==> config.mk <==
export PLATFORM = sky130hd
export DESIGN_NAME = sar_readout_ctrl
export DESIGN_NICKNAME = d
export VERILOG_FILES = /design/src/rtl/sar_rd_pkg.sv /design/src/rtl/sar_wait_timer.sv /design/src/rtl/sar_frame_shifter.sv /design/src/rtl/sar_sample_fmt.sv /design/src/rtl/sar_readout_ctrl.sv
export SDC_FILE = /design/constraint.sdc
export NUM_CORES = 1
export LEC_CHECK = 0
export CORE_AREA = 4 4 95 97
export CTS_CLUSTER_SIZE = 8
export DETAILED_ROUTE_END_ITERATION = 16
export DIE_AREA = 0 0 99 101
export DONT_BUFFER_PORTS = 1
export GPL_TIMING_DRIVEN = 0
export PLACE_DENSITY = 0.58
export SLEW_MARGIN = 20
export SYNTH_ARGS = -nofsm -noshare
export SYNTH_HDL_FRONTEND = slang
export SYNTH_HIERARCHICAL = 1
export SYNTH_SLANG_ARGS = --single-unit
==> constraint.sdc <==
create_clock -name clk -period 3.58 [get_ports clk]
set_input_delay 0 -clock clk [delete_from_list [all_inputs] [get_ports clk]]
set_output_delay 0 -clock clk [all_outputs]
set_load 0.02 [all_outputs]
==> src/rtl/sar_rd_pkg.sv <==
package sar_rd_pkg;

    // Converter timing constraints, in nanoseconds
    localparam int T_CONV_NS  = 320;
    localparam int T_TURBO_NS = 190;
    localparam int T_QUIET_NS = 60;

    typedef enum logic [2:0] {
        ST_IDLE,
        ST_PULSE,
        ST_CONV,
        ST_READ,
        ST_QUIET
    } rd_state_e;

    typedef struct packed {
        logic three_wire;
        logic turbo;
    } rd_cfg_t;

    // Whole clock cycles covering a delay, rounded up
    function automatic int ns_to_cycles(input int ns, input int clk_mhz);
        return (ns * clk_mhz + 999) / 1000;
    endfunction

    // Serial frame length for a given result width
    function automatic int frame_bits(input int res_bits);
        return (res_bits > 16) ? 32 : 16;
    endfunction

    function automatic int max3(input int a, input int b, input int c);
        int m;
        m = (a > b) ? a : b;
        return (m > c) ? m : c;
    endfunction

endpackage

==> src/rtl/sar_wait_timer.sv <==
module sar_wait_timer #(
    parameter int W = 6
) (
    input  logic         clk,
    input  logic         rst,
    input  logic         load,
    input  logic [W-1:0] load_val,
    output logic         expired
);

    logic [W-1:0] cnt_q;

    always_ff @(posedge clk) begin
        if (rst) begin
            cnt_q <= '0;
        end else if (load) begin
            cnt_q <= load_val;
        end else if (cnt_q != '0) begin
            cnt_q <= cnt_q - 1'b1;
        end
    end

    assign expired = (cnt_q == '0);

endmodule

==> src/rtl/sar_frame_shifter.sv <==
module sar_frame_shifter #(
    parameter int FRAME = 32,
    parameter int RES   = 18,
    parameter int HALF  = 2
) (
    input  logic           clk,
    input  logic           rst,
    input  logic           run,
    input  logic           sdo,
    output logic           sck,
    output logic [RES-1:0] code,
    output logic           done
);

    localparam int DW = (HALF > 1) ? $clog2(HALF) : 1;
    localparam int BW = $clog2(FRAME + 1);

    logic [DW-1:0] div_q;
    logic [BW-1:0] bit_q;
    logic          sck_q;
    logic          toggle;

    assign toggle = run && (div_q == DW'(HALF - 1));
    assign done   = toggle && sck_q && (bit_q == BW'(FRAME));
    assign sck    = sck_q;

    // Clock divider and bit counter; sample on the rising half
    always_ff @(posedge clk) begin
        if (rst || !run) begin
            div_q <= '0;
            bit_q <= '0;
            sck_q <= 1'b0;
        end else if (toggle) begin
            div_q <= '0;
            sck_q <= !sck_q;
            if (!sck_q) begin
                bit_q <= bit_q + 1'b1;
            end
        end else begin
            div_q <= div_q + 1'b1;
        end
    end

    // Only the leading RES bits of the frame are kept
    always_ff @(posedge clk) begin
        if (rst) begin
            code <= '0;
        end else if (toggle && !sck_q && (bit_q < BW'(RES))) begin
            code <= {code[RES-2:0], sdo};
        end
    end

    a_r6_bit_bound: assert property (@(posedge clk) disable iff (rst)
        bit_q <= BW'(FRAME));

    a_r6_bits_monotone: assert property (@(posedge clk) disable iff (rst)
        (run && $past(run)) |-> (bit_q >= $past(bit_q)));

endmodule

==> src/rtl/sar_sample_fmt.sv <==
module sar_sample_fmt #(
    parameter int RES    = 18,
    parameter int OUT_W  = 32,
    parameter bit SIGNED = 1'b1
) (
    input  logic [RES-1:0]   code,
    output logic [OUT_W-1:0] sample
);

    localparam int EXT = OUT_W - RES;

    generate
        if (SIGNED) begin : g_signed
            assign sample = {{EXT{code[RES-1]}}, code};
        end else begin : g_unsigned
            assign sample = {{EXT{1'b0}}, code};
        end
    endgenerate

endmodule

==> src/rtl/sar_readout_ctrl.sv <==
module sar_readout_ctrl
    import sar_rd_pkg::*;
#(
    parameter int CLK_MHZ  = 100,
    parameter int RES_BITS = 18,
    parameter bit SIGNED   = 1'b1,
    parameter int SCK_DIV  = 4,
    parameter int OUT_W    = 32
) (
    input  logic             clk,
    input  logic             rst,
    input  logic             trig,
    input  logic             three_wire,
    input  logic             turbo,
    input  logic             adc_sdo,
    output logic             adc_cnv,
    output logic             adc_cs_n,
    output logic             adc_sdi,
    output logic             adc_sck,
    output logic             busy,
    output logic             smp_valid,
    output logic [OUT_W-1:0] smp_data,
    output logic             overrun
);

    localparam int FRAME   = frame_bits(RES_BITS);
    localparam int HALF    = SCK_DIV / 2;
    localparam int N_CONV  = ns_to_cycles(T_CONV_NS, CLK_MHZ);
    localparam int N_TURBO = ns_to_cycles(T_TURBO_NS, CLK_MHZ);
    localparam int N_QUIET = ns_to_cycles(T_QUIET_NS, CLK_MHZ);
    localparam int N_MAX   = max3(N_CONV, N_TURBO, N_QUIET);
    localparam int TW      = $clog2(N_MAX + 1);

    rd_state_e state_q, state_d;
    rd_cfg_t   cfg_q;

    logic                tmr_load;
    logic [TW-1:0]       tmr_val;
    logic                tmr_expired;
    logic                rd_run;
    logic                rd_done;
    logic [RES_BITS-1:0] rd_code;
    logic [OUT_W-1:0]    fmt_out;

    function automatic logic [TW-1:0] conv_wait(input logic use_turbo);
        return use_turbo ? TW'(N_TURBO - 1) : TW'(N_CONV - 1);
    endfunction

    // Sequencing
    always_comb begin
        state_d  = state_q;
        tmr_load = 1'b0;
        tmr_val  = TW'(N_QUIET - 1);
        unique case (state_q)
            ST_IDLE: begin
                if (trig) begin
                    if (three_wire) begin
                        state_d = ST_PULSE;
                    end else begin
                        state_d  = ST_CONV;
                        tmr_load = 1'b1;
                        tmr_val  = conv_wait(turbo);
                    end
                end
            end
            ST_PULSE: begin
                state_d  = ST_CONV;
                tmr_load = 1'b1;
                tmr_val  = conv_wait(cfg_q.turbo);
            end
            ST_CONV: begin
                if (tmr_expired) state_d = ST_READ;
            end
            ST_READ: begin
                if (rd_done) begin
                    if (cfg_q.three_wire) begin
                        state_d  = ST_QUIET;
                        tmr_load = 1'b1;
                    end else begin
                        state_d = ST_IDLE;
                    end
                end
            end
            ST_QUIET: begin
                if (tmr_expired) state_d = ST_IDLE;
            end
            default: state_d = ST_IDLE;
        endcase
    end

    always_ff @(posedge clk) begin
        if (rst) begin
            state_q   <= ST_IDLE;
            cfg_q     <= '0;
            smp_valid <= 1'b0;
            smp_data  <= '0;
            overrun   <= 1'b0;
        end else begin
            state_q   <= state_d;
            smp_valid <= 1'b0;
            if (state_q == ST_IDLE && trig) begin
                cfg_q <= '{three_wire: three_wire, turbo: turbo};
            end
            if (state_q != ST_IDLE && trig) begin
                overrun <= 1'b1;
            end
            if (state_q == ST_READ && rd_done) begin
                smp_valid <= 1'b1;
                smp_data  <= fmt_out;
            end
        end
    end

    // Pin decode
    assign rd_run   = (state_q == ST_READ);
    assign busy     = (state_q != ST_IDLE);
    assign adc_cnv  = !cfg_q.three_wire && (state_q == ST_CONV || state_q == ST_READ);
    assign adc_cs_n = !(state_q == ST_READ || state_q == ST_PULSE);
    assign adc_sdi  = cfg_q.three_wire ? 1'b1 : adc_cs_n;

    sar_wait_timer #(
        .W (TW)
    ) u_timer (
        .clk      (clk),
        .rst      (rst),
        .load     (tmr_load),
        .load_val (tmr_val),
        .expired  (tmr_expired)
    );

    sar_frame_shifter #(
        .FRAME (FRAME),
        .RES   (RES_BITS),
        .HALF  (HALF)
    ) u_shift (
        .clk  (clk),
        .rst  (rst),
        .run  (rd_run),
        .sdo  (adc_sdo),
        .sck  (adc_sck),
        .code (rd_code),
        .done (rd_done)
    );

    sar_sample_fmt #(
        .RES    (RES_BITS),
        .OUT_W  (OUT_W),
        .SIGNED (SIGNED)
    ) u_fmt (
        .code   (rd_code),
        .sample (fmt_out)
    );

    // Checks
    a_r2_conv_elapsed: assert property (@(posedge clk) disable iff (rst)
        (state_q == ST_READ && $past(state_q) == ST_CONV) |-> $past(tmr_expired));

    a_r4_quiet_elapsed: assert property (@(posedge clk) disable iff (rst)
        (state_q == ST_IDLE && $past(state_q) == ST_QUIET) |-> $past(tmr_expired));

    a_r6_sck_idle: assert property (@(posedge clk) disable iff (rst)
        adc_cs_n |-> !adc_sck);

    a_r9_valid_pulse: assert property (@(posedge clk) disable iff (rst)
        smp_valid |=> !smp_valid);

    a_r9_valid_after_read: assert property (@(posedge clk) disable iff (rst)
        smp_valid |-> ($past(state_q) == ST_READ));

    a_r10_overrun_sticky: assert property (@(posedge clk) disable iff (rst)
        overrun |=> overrun);

    a_r10_busy_trig: assert property (@(posedge clk) disable iff (rst)
        (trig && busy) |=> overrun);

endmodule

==> metrics.txt <==
endpoint type of the worst setup path=flop; Tmin final=3.10 ns; Syn Std Cell Area=0.00324 sq mm; Maximum Capacitance Violations=0; clk_lat worst skew=0.34 ns; DR DRC count=0; Synth Flop Type=dfxtp_1; status=finished clean; Slew headroom=0.530; EDFF count, synth=0; first-iteration detailed-routing DRC count=114; hpwl dp=4.78 mm; via count=2,431; Synth Instances=372; Synth warnings=6; share of cells above drive strength 1=0.178; reg2reg path depth=12; setup violators final=0; WS Path Type=flop to flop; pwr dens=542 mW/mm^2; number of global-route vias before repair=2,257; CTS clk-pin slew, worst paths=0.08 ns; top layer in use=met4; DR WL met3=434 microns; CORE AREA=0.00813 sq mm; Unique masters post-synth=49; vias per inst=4.88; nature of the critical path startpoint=flop; setup total negative slack=0 ns; Final Skew=0.00627 ns; Synth Net Count=382; Min-Delay Path Class=input pin to flop; Final nets=398; reg2reg end=u_timer/cnt_q[0]; RR Startpoint=state_q[0]; Worst EP required=3.79 ns; worst setup path end=u_timer/cnt_q[0]; Final Slew Violations=0; Area Growth Syn to Fin=12.8%; total gr overflow=0; CTS root buf=clkbuf_8; Finished Layout Cells=498; Routed WL per cell=13.5 microns; PortBufs=0; first-pass GRT wire length=11.1 mm; Boundary Pins=45; placed insts=477; Worst Setup SP=state_q[0]; CTS Sinks=71; Lkg Pwr=1.30 nW; n_diodes=0; Routed Antenna Nets=0; Period Utilization, post-route=0.866; Seq/Total Area, Yosys=0.439; synthesized flop and latch total=71; RSZ-0062 raised after global routing=no; die area=0.0100 sq mm; CTS tree=yes; asr flop ratio synth=0; crit path DAT=3.31 ns; row count=33; Fillers=797; Die H=101 microns; length of routed wiring on met1=3.22 mm; DR WL met2=2.99 mm; antenna violations before repair=0; htree depth=3; Starting Density=0.398; GP Congestion=0.867; Peak Freq=0.323 GHz; maximum number of pins on one net before global-route repair=17; final hold viol count=0; CTS Buffer Depth=2; syn avg cell area=8.71 sq um; r2r setup slk=0.48 ns; Worst Tran Pin Value=0.699 ns; drt total wl=6.72 mm; global-route usage over all layers=0.138; total CTS buffers=9; 1st-pass router iterations=4; Crit Path Max Fanout=10; Max VDD drop=0.236 mV; Die Wd=99 microns
## per-stage QoR
stage	setup WS, ns	util	area, sq um	hold WS (ns)	power (mW)
global placement	0.339	0.414	3370	0.146	1.25
finish	0.481	0.449	3650	0.0369	1.98
global route	0.113	0.449	3650	0.0460	2.08
CTS	0.321	0.449	3650	0.0196	2.00
detailed placement	0.314	0.414	3370	0.154	1.26
floorplan	0.884	-	3240	0.141	1.19
## layer usage
metal | vias up | track usage
li1 | 1253 | -
met5 | - | 0
met3 | 10 | 0.0436
met1 | 1118 | 0.182
met2 | 50 | 0.211
met4 | 0 | 0.0494
## cell usage after synthesis, types with 2 or more instances
cell | count | area, sq um
o22ai_1 | 2 | 12.5
nand2b_1 | 24 | 150
buf_4 | 33 | 248
inv_1 | 7 | 26.3
o221ai_1 | 2 | 17.5
o31a_1 | 2 | 17.5
nor3_1 | 3 | 15.0
nor2_1 | 14 | 52.6
nand3_1 | 3 | 15.0
nand2_1 | 73 | 274
buf_2 | 9 | 45.0
nor4_1 | 2 | 12.5
dfxtp_1 | 71 | 1420
clkbuf_1 | 9 | 33.8
or3_1 | 6 | 37.5
xnor2_1 | 5 | 43.8
nand4b_1 | 3 | 26.3
a21oi_1 | 43 | 215
nor3b_1 | 3 | 22.5
ha_1 | 4 | 50.1
o21ai_0 | 5 | 25.0
mux2i_1 | 22 | 220
## what timing repair did
| item | in CTS | in global routing |
|---|---|---|
| gates resized for setup | 0 | 1 |
| endpoints found under the setup margin | 0 | 5 |
| setup buffers | 0 | 0 |
| hold buffers | 5 | 0 |
| hold endpoints to repair | 8 | 0 |
## sequential cells by signal, indices dropped and copies added (netlist names), 2 cells and up
signal	cells
u_timer/cnt_q	6
smp_data	32
state_q	3
cfg_q	2
u_shift/code	18
u_shift/bit_q	6
## final cells by class
class | count | area (sq um) | share of cell area
multi-input combinational | 242 | 1450 | 0.397
clock inverter | 7 | 104 | 0.0284
tap | 105 | 131 | 0.0359
clock buffer | 9 | 124 | 0.0339
buffer | 52 | 347 | 0.0948
inverter | 7 | 26.3 | 0.00719
sequential | 71 | 1420 | 0.389
timing repair buffer | 5 | 50.0 | 0.0137
## worst max-delay path, stage by stage, from the launching register on
cell,delay [ns]
dfxtp_1,0.40
buf_2,0.24
nand2b_1,0.22
nor2_1,0.29
nand2_1,0.11
nor4_2,0.43
a21boi_0,0.18
o22a_1,0.22
nor2_1,0.19
clkbuf_1,0.39
nor3b_1,0.11
nand3_1,0.10
o221ai_1,0.10
## layout by cell type, fill, tap and decap left out, types with 9 or more instances in the layout
cell type	count
dfxtp_1	71
buf_4	33
a21oi_1	43
mux2i_1	22
nand2b_1	24
nor2_1	14
buf_2	9
clkbuf_8	9
clkbuf_1	9
nand2_1	73
## logic make-up after synthesis
| logic type | Yosys count | share of synthesized area |
|---|---|---|
| AO/OA/AOI/OAI | 63 | 0.114 |
| XOR/XNOR | 6 | 0.0162 |
| adder cells (fa/ha/maj) | 4 | 0.0155 |
| buffers and inverters | 59 | 0.115 |
| flip-flops | 71 | 0.439 |
| multiplexers | 22 | 0.0680 |
| other | 1 | 0.00116 |
| AND/OR/NAND/NOR | 146 | 0.231 |
## worst min path at each step
stage	from	end	slack (ns)	cells after the start
final	trig	cfg_q[0]	0.04	3
after global routing	trig	cfg_q[1]	0.05	3
after CTS	trig	cfg_q[0]	0.02	3
after detailed placement	trig	overrun	0.15	2
after global placement	trig	overrun	0.15	2
after floorplan	trig	overrun	0.14	2
## where the power goes
| group | switching, mW | leakage [nW] | total [mW] | internal [mW] |
|---|---|---|---|---|
| sequential | 0.0555 | 0.574 | 0.884 | 0.829 |
| clock | 0.331 | 0.115 | 0.733 | 0.402 |
| combinational | 0.199 | 0.616 | 0.361 | 0.163 |
| total | 0.586 | 1.30 | 1.98 | 1.39 |
Power figures use the tool's default switching activity.
